$ cat src/rtl/gsp_pkg.sv
package gsp_pkg;
  typedef enum logic [1:0] {
    SEQ_IDLE  = 2'd0,
    SEQ_ARMED = 2'd1,
    SEQ_RUN   = 2'd2
  } seq_state_t;
endpackage

$ cat src/rtl/gsp_edge_detect.sv
module gsp_edge_detect (
  input  logic clk,
  input  logic rst_n,
  input  logic lvl_i,
  output logic rise_o,
  output logic fall_o
);
  logic lvl_q;

  always_ff @(posedge clk) begin
    if (!rst_n) lvl_q <= 1'b0;
    else        lvl_q <= lvl_i;
  end

  assign rise_o = lvl_i & ~lvl_q;
  assign fall_o = ~lvl_i & lvl_q;
endmodule

$ cat src/rtl/gsp_sequencer.sv
module gsp_sequencer #(
  parameter int GS_W  = 8,
  parameter int DIV_W = 3
) (
  input  logic             clk,
  input  logic             rst_n,
  input  logic             blank_i,
  input  logic             rise_i,
  input  logic             fall_i,
  input  logic [DIV_W-1:0] div_i,
  output logic             start_o,
  output logic             step_o,
  output logic [GS_W-1:0]  cnt_nxt_o
);
  import gsp_pkg::*;

  localparam logic [GS_W-1:0] CNT_MAX = {GS_W{1'b1}};

  seq_state_t       state_q;
  logic [DIV_W-1:0] presc_q;
  logic [GS_W-1:0]  cnt_q;
  logic             presc_wrap;

  assign presc_wrap = (presc_q == div_i);
  assign start_o    = (state_q == SEQ_ARMED) && fall_i && !blank_i;
  assign step_o     = (state_q == SEQ_RUN) && fall_i && !blank_i && presc_wrap;
  // saturating successor of the step count
  assign cnt_nxt_o  = (cnt_q == CNT_MAX) ? cnt_q : cnt_q + 1'b1;

  always_ff @(posedge clk) begin
    if (!rst_n) begin
      state_q <= SEQ_IDLE;
      presc_q <= '0;
      cnt_q   <= '0;
    end else if (blank_i) begin
      state_q <= SEQ_IDLE;
      presc_q <= '0;
      cnt_q   <= '0;
    end else begin
      case (state_q)
        SEQ_IDLE: begin
          if (rise_i) state_q <= SEQ_ARMED;
        end
        SEQ_ARMED: begin
          if (fall_i) begin
            state_q <= SEQ_RUN;
            presc_q <= '0;
            cnt_q   <= '0;
          end
        end
        SEQ_RUN: begin
          if (fall_i) begin
            if (presc_wrap) begin
              presc_q <= '0;
              cnt_q   <= cnt_nxt_o;
            end else begin
              presc_q <= presc_q + 1'b1;
            end
          end
        end
        default: state_q <= SEQ_IDLE;
      endcase
    end
  end
endmodule

$ cat src/rtl/gsp_channel.sv
module gsp_channel #(
  parameter int GS_W = 8
) (
  input  logic            clk,
  input  logic            rst_n,
  input  logic            blank_i,
  input  logic            start_i,
  input  logic            step_i,
  input  logic [GS_W-1:0] cnt_nxt_i,
  input  logic [GS_W-1:0] level_i,
  output logic            lit_o
);
  always_ff @(posedge clk) begin
    if (!rst_n)                                lit_o <= 1'b0;
    else if (blank_i)                          lit_o <= 1'b0;
    else if (start_i)                          lit_o <= (level_i != '0);
    else if (step_i && (cnt_nxt_i == level_i)) lit_o <= 1'b0;
  end
endmodule

$ cat src/rtl/gsp_delay_line.sv
module gsp_delay_line #(
  parameter int W     = 1,
  parameter int DEPTH = 2
) (
  input  logic         clk,
  input  logic         rst_n,
  input  logic [W-1:0] d_i,
  output logic [W-1:0] q_o
);
  generate
    if (DEPTH == 0) begin : g_wire
      assign q_o = d_i;
    end else begin : g_pipe
      logic [W-1:0] stage_q [DEPTH];
      always_ff @(posedge clk) begin
        if (!rst_n) begin
          for (int i = 0; i < DEPTH; i++) stage_q[i] <= '0;
        end else begin
          stage_q[0] <= d_i;
          for (int i = 1; i < DEPTH; i++) stage_q[i] <= stage_q[i-1];
        end
      end
      assign q_o = stage_q[DEPTH-1];
    end
  endgenerate
endmodule

$ cat src/rtl/gs_pwm_engine.sv
module gs_pwm_engine #(
  parameter int NUM_CH     = 16,
  parameter int GS_W       = 8,
  parameter int DIV_W      = 3,
  parameter int DLY_STAGES = 2
) (
  input  logic                   clk,
  input  logic                   rst_n,
  input  logic                   gsclk_i,
  input  logic                   blank_i,
  input  logic                   wide_mode_i,
  input  logic [NUM_CH*GS_W-1:0] gs_data_i,
  input  logic [DIV_W-1:0]       div_code_i,
  input  logic                   bright_en_i,
  input  logic                   kill_i,
  output logic [NUM_CH-1:0]      out_en_o,
  output logic                   gsclk_dly_o,
  output logic                   blank_dly_o
);
  logic             gs_rise, gs_fall;
  logic             start_p, step_p;
  logic [GS_W-1:0]  cnt_nxt;
  logic [DIV_W-1:0] div_eff;
  logic [NUM_CH-1:0] lit;

  assign div_eff = bright_en_i ? div_code_i : '0;

  gsp_edge_detect u_edge (
    .clk    (clk),
    .rst_n  (rst_n),
    .lvl_i  (gsclk_i),
    .rise_o (gs_rise),
    .fall_o (gs_fall)
  );

  gsp_sequencer #(.GS_W(GS_W), .DIV_W(DIV_W)) u_seq (
    .clk       (clk),
    .rst_n     (rst_n),
    .blank_i   (blank_i),
    .rise_i    (gs_rise),
    .fall_i    (gs_fall),
    .div_i     (div_eff),
    .start_o   (start_p),
    .step_o    (step_p),
    .cnt_nxt_o (cnt_nxt)
  );

  generate
    for (genvar ch = 0; ch < NUM_CH; ch++) begin : g_ch
      logic [GS_W-1:0] level;
      // narrow mode: outputs 2k and 2k+1 share byte k
      assign level = wide_mode_i ? gs_data_i[ch*GS_W +: GS_W]
                                 : gs_data_i[(ch/2)*GS_W +: GS_W];
      gsp_channel #(.GS_W(GS_W)) u_chan (
        .clk       (clk),
        .rst_n     (rst_n),
        .blank_i   (blank_i),
        .start_i   (start_p),
        .step_i    (step_p),
        .cnt_nxt_i (cnt_nxt),
        .level_i   (level),
        .lit_o     (lit[ch])
      );
    end
  endgenerate

  assign out_en_o = lit & ~{NUM_CH{kill_i}};

  gsp_delay_line #(.W(2), .DEPTH(DLY_STAGES)) u_dly (
    .clk   (clk),
    .rst_n (rst_n),
    .d_i   ({gsclk_i, blank_i}),
    .q_o   ({gsclk_dly_o, blank_dly_o})
  );
endmodule

$ cat config.mk
export PLATFORM = sky130hd
export DESIGN_NAME = gs_pwm_engine
export DESIGN_NICKNAME = d
export VERILOG_FILES = /design/src/rtl/gsp_pkg.sv /design/src/rtl/gsp_edge_detect.sv /design/src/rtl/gsp_sequencer.sv /design/src/rtl/gsp_channel.sv /design/src/rtl/gsp_delay_line.sv /design/src/rtl/gs_pwm_engine.sv
export SDC_FILE = /design/constraint.sdc
export NUM_CORES = 1
export LEC_CHECK = 0
export BUFFER_PORTS_ARGS = -buffer_cell sky130_fd_sc_hd__buf_2
export CAP_MARGIN = 15
export CORE_ASPECT_RATIO = 1.4
export CORE_MARGIN = 1.5
export CORE_UTILIZATION = 50
export DETAILED_ROUTE_END_ITERATION = 16
export GPL_ROUTABILITY_DRIVEN = 0
export HOLD_SLACK_MARGIN = 0.12
export PLACE_DENSITY = 0.8
export SLEW_MARGIN = 20
export SYNTH_ARGS = -nofsm -noshare
export SYNTH_HDL_FRONTEND = slang
export SYNTH_SLANG_ARGS = --single-unit
export TNS_END_PERCENT = 30
$ cat constraint.sdc
create_clock -name clk -period 3.2 [get_ports clk]
set_input_delay 0.48 -clock clk [delete_from_list [all_inputs] [get_ports clk]]
set_output_delay 0.48 -clock clk [all_outputs]
set_load 0.02 [all_outputs]
**After elaboration in Yosys (flattened, before gate mapping)**

Memories as Yosys holds them, arrays and structs flattened.
Index checks and enable logic that the tools add are counted.
Widths: inputs -> output; s select.

- Add/sub/neg operators: 2
- Equal/unequal tests: 24
- Mux-type cells: 64
- Bitwise logic cells: 10
- Reduce and logical (&&, ||, !) cells: 60

Operators by type and width:

| cell | number |
|---|---|
| $mux 8 | 19 |
| $eq 8x8->1 | 16 |
| $reduce_bool 8->1 | 16 |
| $mux 1 | 34 |
| $reduce_bool 2->1 | 17 |
| $logic_and 1x1->1 | 21 |
| $and 16x16->16 | 1 |
| $not 16->16 | 1 |
| $pmux 8 s2 | 1 |
| $mux 3 | 4 |
| $add 8x1->8 const B | 1 |
| $eq 8x8->1 const B | 1 |
| $mux 2 | 4 |
| $ne 2x1->1 const B | 3 |
| $pmux 2 s3 | 1 |
| $pmux 3 s2 | 1 |
| $reduce_and 3->1 | 2 |
| $not 1->1 | 4 |
| $reduce_and 4->1 | 1 |
| $add 3x1->3 const B | 1 |
| $eq 3x3->1 | 1 |
| $and 1x1->1 | 2 |
| $eq 2x1->1 const B | 1 |
| $eq 2x2->1 const B | 1 |
| other kinds (5) | 6 |

- Register bits: 30
- Memory bits (writable): 4
- Input port bits: 138
- Output and inout port bits: 18
- Memories: 1

Memories:

| name | depth | width | read ports | clocked after Yosys merged registers in | wr ports | line | source |
|---|---|---|---|---|---|---|---|
| u_dly.g_pipe.stage_q | 2 | 2 | 2 | 0 | 2 | gsp_delay_line.sv:14 | `logic [W-1:0] stage_q [DEPTH];` |

**Depth between registers and ports, before layout**

Gate-level depths: netlist of run 1.

- Word-level depth: 8
- Depth in mapped cells: 10
- Gate-level depth less buffers: 7

**By module**

From an unflattened synthesis of run 1, not the netlist that was laid out.

- Cell total of the unflattened synthesis: 560
- Area total of the unflattened synthesis: 5074.9 sq um

By module, submodules not included:

| module | times used | cells an instance | area an instance (sq um) | sequential area each (sq um) |
|---|---|---|---|---|
| gsp_channel | 16 | 18 | 153.9 | 20.0 |
| gs_pwm_engine | 1 | 153 | 1607.8 | 0.0 |
| gsp_sequencer | 1 | 105 | 845.8 | 260.2 |
| gsp_delay_line | 1 | 10 | 120.1 | 80.1 |
| gsp_edge_detect | 1 | 4 | 38.8 | 20.0 |

**Worst setup path before layout of run 1**

Ideal clock, no wire load.

- Kind: register to register
- From: register u_seq.cnt_q[0]
- To: register g_ch[0].u_chan.lit_o
- Arrival: 1.984 ns
- Path slack: 1.073 ns
- Stages on the path, launching flop included: 11
- Path buffers: 3
- Path through: dfxtp_1 -> ha_1 -> and3_1 -> buf_6 -> a211oi_2 -> or2_1 -> buf_6 -> buf_6 -> nor2_1 -> a2111oi_2 -> a41oi_1

- Word-level cells in the longest chain between the ends: 5
- Elaborated cells on any way between the ends: 6

RTL lines:

| element | line | source |
|---|---|---|
| from (decl) | gsp_sequencer.sv:21 | `logic [GS_W-1:0] cnt_q;` |
| from (signal assigned) | gsp_sequencer.sv:55 | `cnt_q <= cnt_nxt_o;` |
| $add 8x1->8 / $eq 8x8->1 (equally long branches) | gsp_sequencer.sv:28 | `assign cnt_nxt_o = (cnt_q == CNT_MAX) ? cnt_q : cnt_q + 1'b1;` |
| $mux 8 (*) | gsp_sequencer.sv:28 |  |
| $eq 8x8->1 (*) | gsp_channel.sv:17 | `else if (step_i && (cnt_nxt_i == level_i)) lit_o <= 1'b0;` |
| $logic_and 1x1->1 (*) | gsp_channel.sv:17 |  |
| $reduce_bool 2->1 (no line) (*) | n/a |  |
| to (signal assigned) | gsp_channel.sv:16 | `else if (start_i) lit_o <= (level_i != '0);` |
| to (decl) | gsp_channel.sv:11 | `output logic lit_o` |

Every way passes the cells marked *; elsewhere a longest branch is shown, timed or not.
A chain may end at the register's enable or synchronous reset.

**Worst setup path in the final report of run 1**

- From: register u_seq.cnt_q[4]
- To: register g_ch[8].u_chan.lit_o

- Word-level cells in the longest chain between the ends: 5
- Elaborated cells on any way between the ends: 6

RTL lines:

| element | line |
|---|---|
| $add 8x1->8 / $eq 8x8->1 (equally long branches) | gsp_sequencer.sv:28 |
| $mux 8 (*) | gsp_sequencer.sv:28 |
| $eq 8x8->1 (*) | gsp_channel.sv:17 |
| $logic_and 1x1->1 (*) | gsp_channel.sv:17 |
| $reduce_bool 2->1 (no line) (*) | n/a |
| to (signal assigned) | gsp_channel.sv:16 |
| to (decl) | gsp_channel.sv:11 |

Marks and branches as above.

==> results of run 1 <==
where the power goes:
group          internal (mW)  total [mW]  switching [mW]  leakage, nW
logic                  0.217       0.498           0.281         2.04
clock network          0.286       0.486           0.200       0.0706
registers              0.415       0.417         0.00250        0.267
metrics by stage:
| stage | hold WS, ns | area (sq um) | setup WS, ns | total power, mW | util |
|---|---|---|---|---|---|
| floorplan | 0.412 | 5080 | 1.07 | 0.723 | - |
| global placement | 0.447 | 5900 | 0.733 | 0.907 | 0.596 |
| detailed placement | 0.448 | 5900 | 0.663 | 0.910 | 0.596 |
| CTS | 0.456 | 6040 | 0.658 | 1.39 | 0.610 |
| global route | 0.461 | 6040 | 0.377 | 1.45 | 0.610 |
| finish | 0.450 | 6040 | 0.585 | 1.40 | 0.610 |
cell usage after synthesis, types with 6 or more instances:
| master | count |
|---|---|
| a21oi_1 | 116 |
| xnor2_1 | 73 |
| nor2b_1 | 61 |
| xor2_1 | 46 |
| mux2i_1 | 41 |
| nor4_1 | 36 |
| dfxtp_1 | 33 |
| nor2_1 | 30 |
| a31oi_1 | 25 |
| nor3_1 | 25 |
| buf_2 | 24 |
| nand2_1 | 22 |
| o21ai_0 | 15 |
| nand3_1 | 13 |
| clkbuf_1 | 9 |
| a22oi_1 | 6 |
| and3_1 | 6 |
| buf_4 | 6 |
| buf_6 | 6 |
| nand2b_1 | 6 |
| or3_1 | 6 |
worst register-to-register path, delay by kind of cell, from the launching register on:
family,cells,cell delay [ns]
AOI/OAI and AO/OA,1,0.15
xor gates and xnor gates,1,0.12
buffers and inverters,1,0.23
DFF,1,0.73
and+or+nand+nor,4,1.27
area by class of cell:
cell class	instances	share of cell area
sequential	33	0.109
timing repair buffer	174	0.153
inverter	6	0.00373
clock inverter	2	0.00166
tap	135	0.0280
multi-input combinational	605	0.683
clock buffer	6	0.0213
state kept, by name, summed over array words and instances (netlist names):
register and count:
g_ch.u_chan.lit_o 16, u_dly.g_pipe.stage_q 4, u_seq.cnt_q 8, u_seq.presc_q 3, u_seq.state_q 2
per-layer routing:
layer | part of all wire | GRT usage | vias up
li1 | - | - | 2818
met1 | 0.36 | 0.354 | 2688
met2 | 0.48 | 0.548 | 422
met3 | 0.091 | 0.0511 | 105
met4 | 0.071 | 0.212 | 0
met5 | 0 | 0 | -
worst max-delay path by stage:
| stage | startpoint | endpoint | slack, ns |
|---|---|---|---|
| after floorplan | u_seq.cnt_q[0]$_SDFFE_PP0P_ | g_ch[0].u_chan.lit_o$_SDFFE_PP0P_ | 1.07 |
| after global placement | wide_mode_i | g_ch[5].u_chan.lit_o$_SDFFE_PP0P_ | 0.73 |
| after detailed placement | u_seq.cnt_q[0]$_SDFFE_PP0P_ | g_ch[8].u_chan.lit_o$_SDFFE_PP0P_ | 0.66 |
| after CTS | u_seq.cnt_q[0]$_SDFFE_PP0P_ | g_ch[8].u_chan.lit_o$_SDFFE_PP0P_ | 0.66 |
| after global routing | u_seq.cnt_q[4]$_SDFFE_PP0P_ | g_ch[8].u_chan.lit_o$_SDFFE_PP0P_ | 0.38 |
| final | u_seq.cnt_q[4]$_SDFFE_PP0P_ | g_ch[8].u_chan.lit_o$_SDFFE_PP0P_ | 0.59 |
logic make-up (layout without fill, tap and decap cells):
group / Yosys count / after routing
compound gates: 205 / 205
xor+xnor: 120 / 120
fa+ha+maj: 3 / 3
buf+inv: 53 / 188
flops: 33 / 33
mux: 43 / 43
simple gates: 234 / 234
==> results.md, run 1 <==
* Most common cell after layout, fill and taps aside: buf_2
* R2r endpoint: g_ch[8].u_chan.lit_o$_SDFFE_PP0P_
* Die Wd at 88.2 um
* Root buffer selected by CTS: clkbuf_16
* Iteration-0 DRC count of the detailed router at 502
* Slowest cell on crit path: dfxtp_1
* Crit path launch type: flip-flop
* Synth Flop Type: dfxtp_1
* Pwr Density at 232 mW/mm^2
* Multi-input logic area at 0.00412 sq mm
* Port Buffers at 155
* Hold crit path type: reg -> reg
* RSZ-0062 raised after global routing: false
* Peak VDD IR at 0.231 mV
* Setup Buffers After CTS at 0
* Core Box Area at just under 0.01 sq mm
* Buffers & Inverters on Critical Path at 1
* Initial antenna violation count at 0
* Vias in the first global route at around 5,500
* Filler-free cell count of the finished design at roughly 960
* Cts bufs inserted at 5
* Fill cell count at 962
* Register area at 661 sq um
* Inst Count DP at between 900 and 1,000
* Die area at 0.0108 sq mm
* Worst-path clk slew at 0.06 ns
* Yosys warns at 0
* Final period util at 0.817
* Ports at 156
* Nets at 965
* CP Class: reg -> reg
* Crit end category: flip-flop
* Worst-path fanout max at 19
* Die H at 122 um
* CTS tree: yes
* Critical-path cell list: nand3_1 > nor3_1 > nor2_4 > buf_4 > xnor2_1 > nor4_1 > a41oi_1
* Most frequent cells in the layout: buf_2 (154), a21oi_1 (116), xnor2_1 (73), nor2b_1 (61), xor2_1 (46)
* Worst hold stages at 1
* XOR/XNOR Fraction of Synth Area at 0.208
* Reg2Reg Setup Slack at 0.59 ns
* DPL Wire Length at 13,700 um
* Ys async rst share at 0
* Drt first pass iters at 5
* Max Cap Viol at 0
* #FFs+latches synth at 33
* Area Growth Syn to Fin at 18.9%
* Largest net degree at the start of global routing at 115
* CTS max path bufs at 2
* Worst skew pair latency at a little under 0.3 ns
* Clk sinks at 33
* Hold-fix buffers, CTS at 0
* Slew Limit Headroom at 0.422
* Starting Density at 0.513
* Least-Margin Pin Slew at 0.867 ns
* Setup Total Neg Slack at 0 ns
* GRT Total Usage at 0.318
* Skew final at 0.0107 ns
* Syn_area_per_cell at between 7 and 8 sq um
* Fmax at 0.382 GHz
* Largest area contributor in the netlist: dfxtp_1
* Arrival time at the worst endpoint at 2.77 ns
* Routed Antenna Nets at 0
* Share of layout cells above drive strength 1 at 0.242
* Synth top area cells: dfxtp_1 (13%), xnor2_1 (13%), a21oi_1 (11%)
* Worst path max stage delay at about 0.73 ns
* ANT cells at 0
* Synth Area in Compound Gates at 0.247
* Post-cts gate resize count at 0
* Crit path depth at 7
* Mapped Nets at between 800 and 900
* Post-Synth Adder-Cell Area at 0.00690
* Hold path endpoint: u_dly.g_pipe.stage_q[0][2]$_SDFF_PN0_
* DRC viols at 0
* Post-Synth Simple-Gate Area at 0.263
* Delay-heaviest family, CP: simple AND/OR/NAND/NOR gates
* Min-delay src: u_dly.g_pipe.stage_q[0][0]$_SDFF_PN0_
* Crit path time final at 2.61 ns
* Post-synth EDFFs at 0
* Status: complete, no violations
* WL final at 17,800 um
* Share of the synthesized area in the top cell type at 0.130
* Main combinational cell family by area after synthesis: simple AND/OR/NAND/NOR gates
* Final Hold Viols at 0
* Cells after Synth at about 690
* Mux contribution to synthesized area at 0.0860
* Leakage at 2.38 nW
* Worst Path Required at approximately 3.4 ns
* # rows at 43
* GRT overflow at 0
* # H-tree levels at 2
* Count of final setup violators at 0
* R2R Path Start: u_seq.cnt_q[4]$_SDFFE_PP0P_
* Sequential-to-total area share from yosys stat at 0.130
* Reg2Reg Depth at 7
* WL/cell at 18.5 um
* First-pass GRT wire length at 26,600 um
* Pins Over Slew Limit at 0
* Synth cell types at 69
* Netlist Area Pre-Place at just over 0.005 sq mm
* DR vias at 6,033
* Vias per inst at 6.28
Power figures use the tool's default switching activity.
==> run 2: changes to the inputs <==
==> constraint.sdc (replaced) <==
create_clock -name clk -period 2.65 [get_ports clk]
set_input_delay 0.3975 -clock clk [delete_from_list [all_inputs] [get_ports clk]]
set_output_delay 0.3975 -clock clk [all_outputs]
set_load 0.02 [all_outputs]
==> results.md, run 2 (synthesis results as in run 1) <==
* Status: complete, no violations (unchanged)
* Setup Buffers After CTS at 0 (unchanged)
* DPL Wire Length at 14,100 um (was 13,700 um)
* Vias in the first global route at 5,537 (was 5,489)
* Pins Over Slew Limit at 0 (unchanged)
* Ports at 156 (unchanged)
* Largest net degree at the start of global routing at 57 (was 115)
* GRT overflow at 0 (unchanged)
* Core Box Area at 0.00990 sq mm (unchanged)
* DR vias at 6,139 (was 6,033)
* Worst-path fanout max at 12 (was 19)
* Drt first pass iters at 6 (was 5)
* Largest Register: g_ch.u_chan.lit_o (unchanged)
* RSZ-0062 raised after global routing: false (unchanged)
* Initial antenna violation count at 0 (unchanged)
* CTS max path bufs at 2 (unchanged)
* Placed cell areas at 0.00602 sq mm (was 0.00590 sq mm)
* Final period util at 0.921 (was 0.817)
* Post-cts gate resize count at 0 (unchanged)
* WL final at 18,100 um (was 17,800 um)
* Final Cell Area at 0.00616 sq mm (was 0.00604 sq mm)
* Share of layout cells above drive strength 1 at 0.256 (was 0.242)
* Pwr Density at 279 mW/mm^2 (was 232 mW/mm^2)
* Max reg flops at 16 (unchanged)
* Most used routing layer: met2 (unchanged)
* DRC viols at 0 (unchanged)
* Met2 GRT Util at 0.551 (was 0.548)
* # rows at 43 (unchanged)
* Die H at 122 um (unchanged)
* Starting Density at 0.513 (unchanged)
* Peak VDD IR at 0.198 mV (was 0.231 mV)
* Crit path launch type: flip-flop (unchanged)
* CP Class: reg -> reg (unchanged)
* Arrival time at the worst endpoint at 2.60 ns (was 2.77 ns)
* # H-tree levels at 2 (unchanged)
* Most common cell after layout, fill and taps aside: buf_2 (unchanged)
* Cts bufs inserted at 5 (unchanged)
* ANT cells at 0 (unchanged)
* Hold crit path type: in -> reg (was reg -> reg)
* Least-Margin Pin Slew at 1.04 ns (was 0.867 ns)
* Total power at 1.72 mW (was 1.40 mW)
* Leakage at 2.44 nW (was 2.38 nW)
* Vias per inst at 6.30 (was 6.28)
* Final Core Density at 0.623 (was 0.610)
* Final Hold Viols at 0 (unchanged)
* Die area at 0.0108 sq mm (unchanged)
* Area Growth Syn to Fin at 21.4% (was 18.9%)
* Worst-path clk slew at 0.06 ns (about the same)
* Die Wd at 88.2 um (unchanged)
* Root buffer selected by CTS: clkbuf_16 (unchanged)
* Iteration-0 DRC count of the detailed router at 475 (was 502)
* Largest regs: g_ch.u_chan.lit_o: 16 flops, u_seq.cnt_q: 8 flops, u_dly.g_pipe.stage_q: 4 flops (unchanged)
* Hold-fix buffers, CTS at 0 (unchanged)
* Clk sinks at 33 (unchanged)
* GRT met1 Usage at 0.356 (was 0.354)
* Fmax at 0.410 GHz (was 0.382 GHz)
* First-pass GRT wire length at 26,900 um (was 26,600 um)
* Crit path time final at 2.44 ns (was 2.61 ns)
* Setup Total Neg Slack at 0 ns (unchanged)
* Skew final at 0.0115 ns (was 0.0107 ns)
* Most frequent cells in the layout: buf_2 (154), a21oi_1 (116), xnor2_1 (73), nor2b_1 (61), xor2_1 (46) (unchanged)
* Pre-CTS WS at 0.214 ns (was 0.663 ns)
* Max Cap Viol at 0 (unchanged)
* Nets at 979 (was 965)
* Port Buffers at 155 (unchanged)
* Crit end category: flip-flop (unchanged)
* Routed Antenna Nets at 0 (unchanged)
* Count of final setup violators at 0 (unchanged)
* PnR worst setup slack at 0.208 ns (was 0.585 ns)
* Worst skew pair latency at 0.29 ns (about the same)
* M3 GR Usage at 0.0551 (was 0.0511)
* GRT Total Usage at 0.322 (was 0.318)
* Slew Limit Headroom at 0.302 (was 0.422)
* WL/cell at 18.6 um (was 18.5 um)
* Worst Path Required at 2.81 ns (was 3.35 ns)
* CTS tree: yes (unchanged)
## run 2: cell types whose count changed in the layout (fill, tap and decap cells not counted), sizes merged
cell and change:
buf +14, clkinvlp +3, clkinv -2, clkbuf -1
## run 2: critical path: stages (launching register included)
cell       delay (ns)
dfxtp_1          0.53
and3_1           0.40
a31oi_1          0.22
nor2_4           0.31
buf_4            0.28
o21ai_0          0.15
a2111oi_2        0.29
a31oi_1          0.13
## run 2: metal layers
layer  vias to the layer above  share of wire
met3                       110          0.089
met4                         0          0.069
met5                         -              0
li1                       2857              -
met2                       374           0.48
met1                      2798           0.37
## run 2: path summary, 6_finish.rpt
| kind | from | end | slack (ns) | depth (start not counted) |
|---|---|---|---|---|
| setup reg to reg | u_seq.cnt_q[2]$_SDFFE_PP0P_ | g_ch[9].u_chan.lit_o$_SDFFE_PP0P_ | 0.21 | 7 |
| hold / removal | blank_i | u_dly.g_pipe.stage_q[0][0]$_SDFF_PN0_ | 0.35 | 2 |
| hold reg to reg | u_dly.g_pipe.stage_q[0][0]$_SDFF_PN0_ | u_dly.g_pipe.stage_q[0][2]$_SDFF_PN0_ | 0.43 | 1 |
| setup / recovery | u_seq.cnt_q[2]$_SDFFE_PP0P_ | g_ch[9].u_chan.lit_o$_SDFFE_PP0P_ | 0.21 | 7 |
## run 2: layout make-up
cell class              instances  area [sq um]
clock buffers                   5           125
repair buffers                188          1040
fillers                       981          3740
multi-input cells             605          4120
flip-flops and latches         33           661
well taps                     135           169
inverters                       6          22.5
clock inverters                 3          22.5
## run 2: per-stage QoR
step	hold slack, ns	cells
2_1_floorplan	0.412	691
3_3_place_gp	0.423	967
3_5_place_dp	0.423	967
4_1_cts	0.355	975
5_1_grt	0.367	975
6_report	0.354	975
## run 2: power by group
| part | leakage (nW) | internal [mW] | total (mW) | switching [mW] |
|---|---|---|---|---|
| registers | 0.267 | 0.501 | 0.504 | 0.00301 |
| clock network | 0.0621 | 0.349 | 0.611 | 0.263 |
| logic | 2.11 | 0.265 | 0.603 | 0.338 |
| total | 2.44 | 1.11 | 1.72 | 0.604 |
